### config.mk
export PLATFORM = sky130hd
export DESIGN_NAME = exsel_unit
export DESIGN_NICKNAME = d
export VERILOG_FILES = /design/src/rtl/exsel_pkg.sv /design/src/rtl/exsel_opnd.sv /design/src/rtl/exsel_bitpick.sv /design/src/rtl/exsel_cmp.sv /design/src/rtl/exsel_unit.sv
export SDC_FILE = /design/constraint.sdc
export NUM_CORES = 1
export LEC_CHECK = 0
export ABC_CLOCK_PERIOD_IN_PS = 4600
export CORE_ASPECT_RATIO = 1.75
export CORE_MARGIN = 2
export CORE_UTILIZATION = 32
export DETAILED_ROUTE_END_ITERATION = 10
export DONT_BUFFER_PORTS = 1
export SETUP_SLACK_MARGIN = 0.5
export SLEW_MARGIN = 10
export SYNTH_ARGS = -nofsm -noshare
export SYNTH_HDL_FRONTEND = slang
export SYNTH_SLANG_ARGS = --single-unit
### constraint.sdc
create_clock -name clk -period 4.6 [get_ports clk]
set_clock_uncertainty 0.15 [all_clocks]
set_input_delay 0.92 -clock clk [delete_from_list [all_inputs] [get_ports clk]]
set_output_delay 0.92 -clock clk [all_outputs]
set_load 0.01 [all_outputs]
### src/rtl/exsel_pkg.sv
package exsel_pkg;

   // Source form of the two candidates; bit 1 = first, bit 0 = second, 1 = register
   typedef enum logic [1:0] {
      FORM_II = 2'b00,
      FORM_IR = 2'b01,
      FORM_RI = 2'b10,
      FORM_RR = 2'b11
   } form_e;

   // Condition code bit positions
   localparam int CR_LT = 2;
   localparam int CR_GT = 1;
   localparam int CR_EQ = 0;
   localparam int CR_W  = 3;

   function automatic logic cand_is_reg(input form_e f, input int cand);
      return (cand == 0) ? f[1] : f[0];
   endfunction

endpackage

### src/rtl/exsel_opnd.sv
module exsel_opnd #(
   parameter int DATA_W     = 64,
   parameter int IMM_W      = 5,
   parameter bit IMM_SIGNED = 1'b1
) (
   input  logic              use_reg,
   input  logic [DATA_W-1:0] reg_val,
   input  logic [IMM_W-1:0]  imm_val,
   output logic [DATA_W-1:0] opnd
);
   localparam int EXT_W = DATA_W - IMM_W;

   logic [DATA_W-1:0] imm_ext;

   if (IMM_W < 2 || IMM_W >= DATA_W) begin : g_bad_imm_w
      $error("exsel_opnd: IMM_W must be between 2 and DATA_W-1");
   end

   if (IMM_SIGNED) begin : g_sext
      assign imm_ext = {{EXT_W{imm_val[IMM_W-1]}}, imm_val};
   end else begin : g_zext
      assign imm_ext = {{EXT_W{1'b0}}, imm_val};
   end

   assign opnd = use_reg ? reg_val : imm_ext;

endmodule

### src/rtl/exsel_bitpick.sv
module exsel_bitpick #(
   parameter int XFLD_W = 16,
   localparam int IDX_W = $clog2(XFLD_W)
) (
   input  logic [XFLD_W-1:0] xfield,
   input  logic [IDX_W-1:0]  xidx,
   output logic              xbit
);
   if (XFLD_W < 2 || (1 << IDX_W) != XFLD_W) begin : g_bad_xfld_w
      $error("exsel_bitpick: XFLD_W must be a power of two, at least 2");
   end

   // One-hot decode of the index, then an AND-OR reduction
   logic [XFLD_W-1:0] hit;

   for (genvar k = 0; k < XFLD_W; k++) begin : g_hit
      assign hit[k] = (xidx == IDX_W'(k)) & xfield[k];
   end

   assign xbit = |hit;

endmodule

### src/rtl/exsel_cmp.sv
module exsel_cmp
   import exsel_pkg::*;
#(
   parameter int DATA_W = 64
) (
   input  logic [DATA_W-1:0] value,
   output logic [CR_W-1:0]   cr
);
   logic is_zero;
   logic is_neg;

   assign is_zero = (value == '0);
   assign is_neg  = value[DATA_W-1];

   always_comb begin
      cr        = '0;
      cr[CR_LT] = is_neg;
      cr[CR_GT] = !is_neg && !is_zero;
      cr[CR_EQ] = is_zero;
   end

endmodule

### src/rtl/exsel_unit.sv
module exsel_unit
   import exsel_pkg::*;
#(
   parameter int DATA_W     = 64,
   parameter int IMM_W      = 5,
   parameter int XFLD_W     = 16,
   parameter bit IMM_SIGNED = 1'b1,
   localparam int IDX_W     = $clog2(XFLD_W)
) (
   input  logic              clk,
   input  logic              rst_n,
   input  logic              op_valid,
   input  logic [1:0]        form,
   input  logic [DATA_W-1:0] src_a,
   input  logic [DATA_W-1:0] src_b,
   input  logic [IMM_W-1:0]  imm_a,
   input  logic [IMM_W-1:0]  imm_b,
   input  logic [IDX_W-1:0]  xidx,
   input  logic [XFLD_W-1:0] xfield,
   input  logic              rec_en,
   output logic              res_we,
   output logic [DATA_W-1:0] res_data,
   output logic              cr_we,
   output logic [CR_W-1:0]   cr_out
);
   localparam int NCAND = 2;

   if (DATA_W < 8) begin : g_bad_data_w
      $error("exsel_unit: DATA_W must be at least 8");
   end

   form_e                    form_q;
   logic [DATA_W-1:0]        reg_in [NCAND];
   logic [IMM_W-1:0]         imm_in [NCAND];
   logic [DATA_W-1:0]        cand   [NCAND];
   logic                     xbit;
   logic [DATA_W-1:0]        sel_res;
   logic [CR_W-1:0]          sel_cr;

   assign form_q    = form_e'(form);
   assign reg_in[0] = src_a;
   assign reg_in[1] = src_b;
   assign imm_in[0] = imm_a;
   assign imm_in[1] = imm_b;

   // Candidate operand formation, one per source slot
   for (genvar c = 0; c < NCAND; c++) begin : g_cand
      exsel_opnd #(
         .DATA_W    (DATA_W),
         .IMM_W     (IMM_W),
         .IMM_SIGNED(IMM_SIGNED)
      ) i_opnd (
         .use_reg(cand_is_reg(form_q, c)),
         .reg_val(reg_in[c]),
         .imm_val(imm_in[c]),
         .opnd   (cand[c])
      );
   end

   exsel_bitpick #(
      .XFLD_W(XFLD_W)
   ) i_bitpick (
      .xfield(xfield),
      .xidx  (xidx),
      .xbit  (xbit)
   );

   assign sel_res = xbit ? cand[0] : cand[1];

   exsel_cmp #(
      .DATA_W(DATA_W)
   ) i_cmp (
      .value(sel_res),
      .cr   (sel_cr)
   );

   // Single output stage
   always_ff @(posedge clk) begin
      if (!rst_n) begin
         res_we   <= 1'b0;
         res_data <= '0;
         cr_we    <= 1'b0;
         cr_out   <= '0;
      end else begin
         res_we <= op_valid;
         cr_we  <= op_valid && rec_en;
         if (op_valid) begin
            res_data <= sel_res;
         end
         if (op_valid && rec_en) begin
            cr_out <= sel_cr;
         end
      end
   end

endmodule

# ---- After elaboration in Yosys (flattened, before gate mapping)
# Index checks and enable logic that the tools add are counted.
dict set report totals {
  in_bits 164
  reg_bits 69
  elab_cells 45
}
dict set report op_classes {
  bitwise_logic 16
  eq_ne 15
  n_reduce_logical 7
  mux 3
}
# cell n
set ops {}
lappend ops {{$mux 64} 3}
lappend ops {{$logic_not 64->1} 1}
lappend ops {{$eq 4x4->1 const B} 8}
lappend ops {{$and 1x1->1} 16}
lappend ops {{$eq 4x3->1 const B} 4}
lappend ops {{$reduce_or 16->1} 1}
lappend ops {{$eq 4x2->1 const B} 2}
lappend ops {{$eq 4x1->1 const B} 1}
lappend ops {{$logic_not 4->1} 1}
lappend ops {{$logic_and 1x1->1} 2}
lappend ops {{$logic_not 1->1} 2}

# ---- Depth between registers and ports, before layout
dict set report depth {
  ltp_word 7
  depth_mapped 8
}

# ---- Cells and area by module
# From an unflattened synthesis, not the netlist that was laid out.
dict set report hier_totals {
  cells_unflattened 486
  area_unflattened_um2 6103.4
}
# mod seq_area_each_um2 n_inst area_per_inst_um2 cells_each
set modules_own_cells {}
lappend modules_own_cells {exsel_unit 1381.3 1 3582.2 301}
lappend modules_own_cells {exsel_opnd 0.0 2 1102.3 77}
lappend modules_own_cells {exsel_cmp 0.0 1 181.4 24}
lappend modules_own_cells {exsel_bitpick 0.0 1 135.1 7}

# ---- Worst setup path after synthesis
# Ideal clock, no wire load.
dict set report synth_path {
  path_type {input -> register}
  start {in xidx[0]}
  end {reg cr_out[0]}
  slack_ns 1.866
  arrival_time_ns 2.517
  stages 8
  path_cell_list {mux4_2 -> and2_1 -> a211oi_2 -> a21oi_1 -> buf_6 -> buf_6 -> mux2_4 -> a21oi_2}
}
dict set report synth_via {
  elab_chain_len 5
}
# item line_no
set synth_lines {}
lappend synth_lines {{start, declared} exsel_unit.sv:18} ;# input logic [IDX_W-1:0] xidx,
lappend synth_lines {{$eq 4x1->1 (tied with other cells)} exsel_bitpick.sv:17} ;# assign hit[k] = (xidx == IDX_W'(k)) & xfield[k];
lappend synth_lines {{$and 1x1->1} exsel_bitpick.sv:17}
lappend synth_lines {{$reduce_or 16->1 (*)} exsel_bitpick.sv:20} ;# assign xbit = |hit;
lappend synth_lines {{$mux 64 (*)} exsel_unit.sv:68} ;# assign sel_res = xbit ? cand[0] : cand[1];
lappend synth_lines {{$logic_not 64->1 (*)} exsel_cmp.sv:12} ;# assign is_zero = (value == '0);
lappend synth_lines {{end signal, assigned} exsel_unit.sv:91} ;# cr_out <= sel_cr;
lappend synth_lines {{end, declared} exsel_unit.sv:24} ;# output logic [CR_W-1:0] cr_out
# Mark *: on every way between the ends. The rest lies on a longest branch, timed or not.
# A chain may end at the register's enable or synchronous reset.

# ---- Final worst setup path
dict set report layout_path {
  start {in xidx[0]}
  end {reg res_data[56]}
}
dict set report layout_via {
  elab_chain_len 4
}
# item line_no
set layout_lines {}
lappend layout_lines {{$eq 4x1->1 (tied with other cells)} exsel_bitpick.sv:17}
lappend layout_lines {{$and 1x1->1} exsel_bitpick.sv:17}
lappend layout_lines {{$reduce_or 16->1 (*)} exsel_bitpick.sv:20}
lappend layout_lines {{$mux 64 (*)} exsel_unit.sv:68}
lappend layout_lines {{end signal, assigned} exsel_unit.sv:88} ;# res_data <= sel_res;
lappend layout_lines {{end, declared} exsel_unit.sv:22} ;# output logic [DATA_W-1:0] res_data,
# Marked as above.

==> flow_summary.ini <==
[die]
rows = 57
initial_core_util = 0.325
io_pins = 233
core-area_um2 = 13800
die_y_um = 161
die-area_um2 = 15100
die_x_um = 93.6

[clocking]
cts_resized = 0
cts_made_buffers = 9
clk_pin_slew_ns = 0.06
cts_tree = built
post_cts_buffers = 0
ctsRootBufferMaster = clkbuf_16
cts_max_level = 3
clock_sinks = 69
cts_hold_buf = 0
clk_latency_ns = 0.32
cts_buffer_depth = 2

[logic_synthesis]
syn_avg_cell_area_um2 = 8.52
synthArstFlopShare = 0
synth_nets = 692
ys_seq_area_frac = 0.307
ys_seq_elements = 69
synth_ff_type = dfxtp_1
synthCells = 528
yosysWarnings = 0
synth_edf_count = 0
syn_area_um2 = 4500
ys_types = 28

[timing]
final.setup.worst_slack_ns = 1.96
fin_crit_ns = 2.64
timing.fmax_mhz = 379
setup_violations = 0
finalSetupTns_ns = 0
slew_headroom = 0.390
maxSlewViolCount = 0
hold_viol_final = 0
holdWs_ns = 0.368
grt_setup_unrepaired = false
period_share = 0.573
tightest_slew_ns = 0.914

[cells_and_area]
final_cell_mix = 122 x a21oi_1, 69 x dfxtp_1, 64 x nand3b_1
final_core_util = 0.350
drive_gt1_frac = 0.193
nNetsFinal = 649
final_cells = 666
final_cell_area_um2 = 4840
syn2layout_area_growth_pct = 7.59
layout_commonest_cell = a21oi_1

[critical_path]
startpoint_type = primary input
required_ns = 4.69
endpoint_kind = register
cp_slowest_cell = mux4_2
path_max_fanout = 50
crit_chain = mux4_2, and2_1, a211oi_2, a21oi_4, buf_12, mux2_2, o21ai_0
arrival_ns = 2.73
slowest_delay_ns = 0.52
worstSetupPathType = primary input to register

[drt]
drtIter0Drc = 398
vias = 4252
drcViolationCount = 0
routed_wl_mm = 18.5
vias_per_cell = 6.38
first_pass_iters = 5
routedWlPerCell_um = 27.7
postRouteAntennaNets = 0

[power_and_ir_drop]
peakVddDrop_v = 0.000161
power.density_nw_per_um2 = 355
p_leak_nw = 1.63
power_mw = 1.72
power_frac_seq = 0.414
pwr-share-clk = 0.405
p_sw_mw = 0.469
power_frac_comb = 0.181
swShare = 0.273
internal-power_mw = 1.25

[global_routing]
grt_pass1_vias = 4271
grt_pass1_wl_mm = 26.4
grt_usage = 0.235
grt_remaining_overflow = 0
grt_start_max_net_pins = 71
antenna_found_initial = 1

[place]
numPortBuffers = 0
gp_congestion = 0.894
dp_hpwl_mm = 13.3
post_dp_cell_area_um2 = 4540
placed_cells = 651
pre_cts_slack_ns = 1.66

[outcome]
status = completed

[worst_hold_path]
min_path_type = register to register

[flow_run]
cap_viol_max_count = 0
==> final cells by class <==
class / instances / area [um^2]
fill: 1474 / 9000
multi-input combinational: 396 / 2880
sequential: 69 / 1380
clock buffer: 10 / 239
tap: 177 / 221
clock inverter: 4 / 50.0
timing repair buffer: 5 / 50.0
inverter: 4 / 15.0
antenna: 1 / 2.50
==> critical path, delay by kind of cell <==
kind                   cells  cell delay [ns]
AND/OR/NAND/NOR            1             0.19
AO/OA/AOI/OAI              3             0.52
buffers and inverters      1             0.21
multiplexers               2             0.83
==> power groups by stage <==
| stage | Combinational, mW | Clock [mW] | Sequential (mW) |
|---|---|---|---|
| 2_1_floorplan | 0.291 | 0 | 0.707 |
| 3_3_place_gp | 0.307 | 0 | 0.725 |
| 3_5_place_dp | 0.310 | 0 | 0.726 |
| 4_1_cts | 0.312 | 0.712 | 0.712 |
| 5_1_grt | 0.337 | 0.740 | 0.716 |
| 6_report | 0.312 | 0.696 | 0.711 |
==> kinds of logic (layout without fill, tap and decap cells) <==
| family | Yosys count | count (layout) | share of synthesized area |
|---|---|---|---|
| flops | 69 | 69 | 0.307 |
| other cells | 0 | 1 | 0 |
| compound gates | 194 | 194 | 0.220 |
| mux | 78 | 78 | 0.226 |
| simple gates | 124 | 124 | 0.187 |
| buf+inv | 63 | 23 | 0.0601 |
==> cell usage after synthesis (4+ instances only) <==
library cell / instances / area (um^2)
a21oi_1: 123 / 616
dfxtp_1: 69 / 1380
nand3b_1: 64 / 480
clkbuf_1: 51 / 191
o21ai_0: 40 / 200
mux2_2: 37 / 417
nor4_1: 32 / 200
mux2_4: 28 / 420
o21ai_1: 27 / 135
mux2i_1: 9 / 90.1
nand4_1: 8 / 50.1
buf_6: 4 / 45.0
inv_1: 4 / 15.0
mux4_2: 4 / 90.1
nand2_1: 4 / 15.0
nand3_1: 4 / 20.0
==> per-layer routing <==
metal  routed length [um]  vias up  track usage
li1                     -     1899            -
met1                 6340     2053        0.250
met2                 9860      265        0.427
met3                 1580       35       0.0643
met4                  680        0       0.0975
met5                    0        -            0
==> path summary, 6_finish.rpt <==
kind | endpoint | cells after the start | slack (ns) | startpoint
max | res_data[56]$_SDFFE_PN0P_ | 7 | 1.96 | xidx[0]
min | res_data[13]$_SDFFE_PN0P_ | 2 | 0.37 | res_data[13]$_SDFFE_PN0P_
max reg2reg | cr_out[0]$_SDFFE_PN0P_ | 2 | 3.70 | cr_out[0]$_SDFFE_PN0P_
min reg2reg | res_data[13]$_SDFFE_PN0P_ | 2 | 0.37 | res_data[13]$_SDFFE_PN0P_
==> flip-flops by register name, summed over array words and instances, names as in the netlist <==
signal	cells
cr_we	1
cr_out	3
res_data	64
res_we	1
Note: power is estimated with default switching activity, not from simulation.
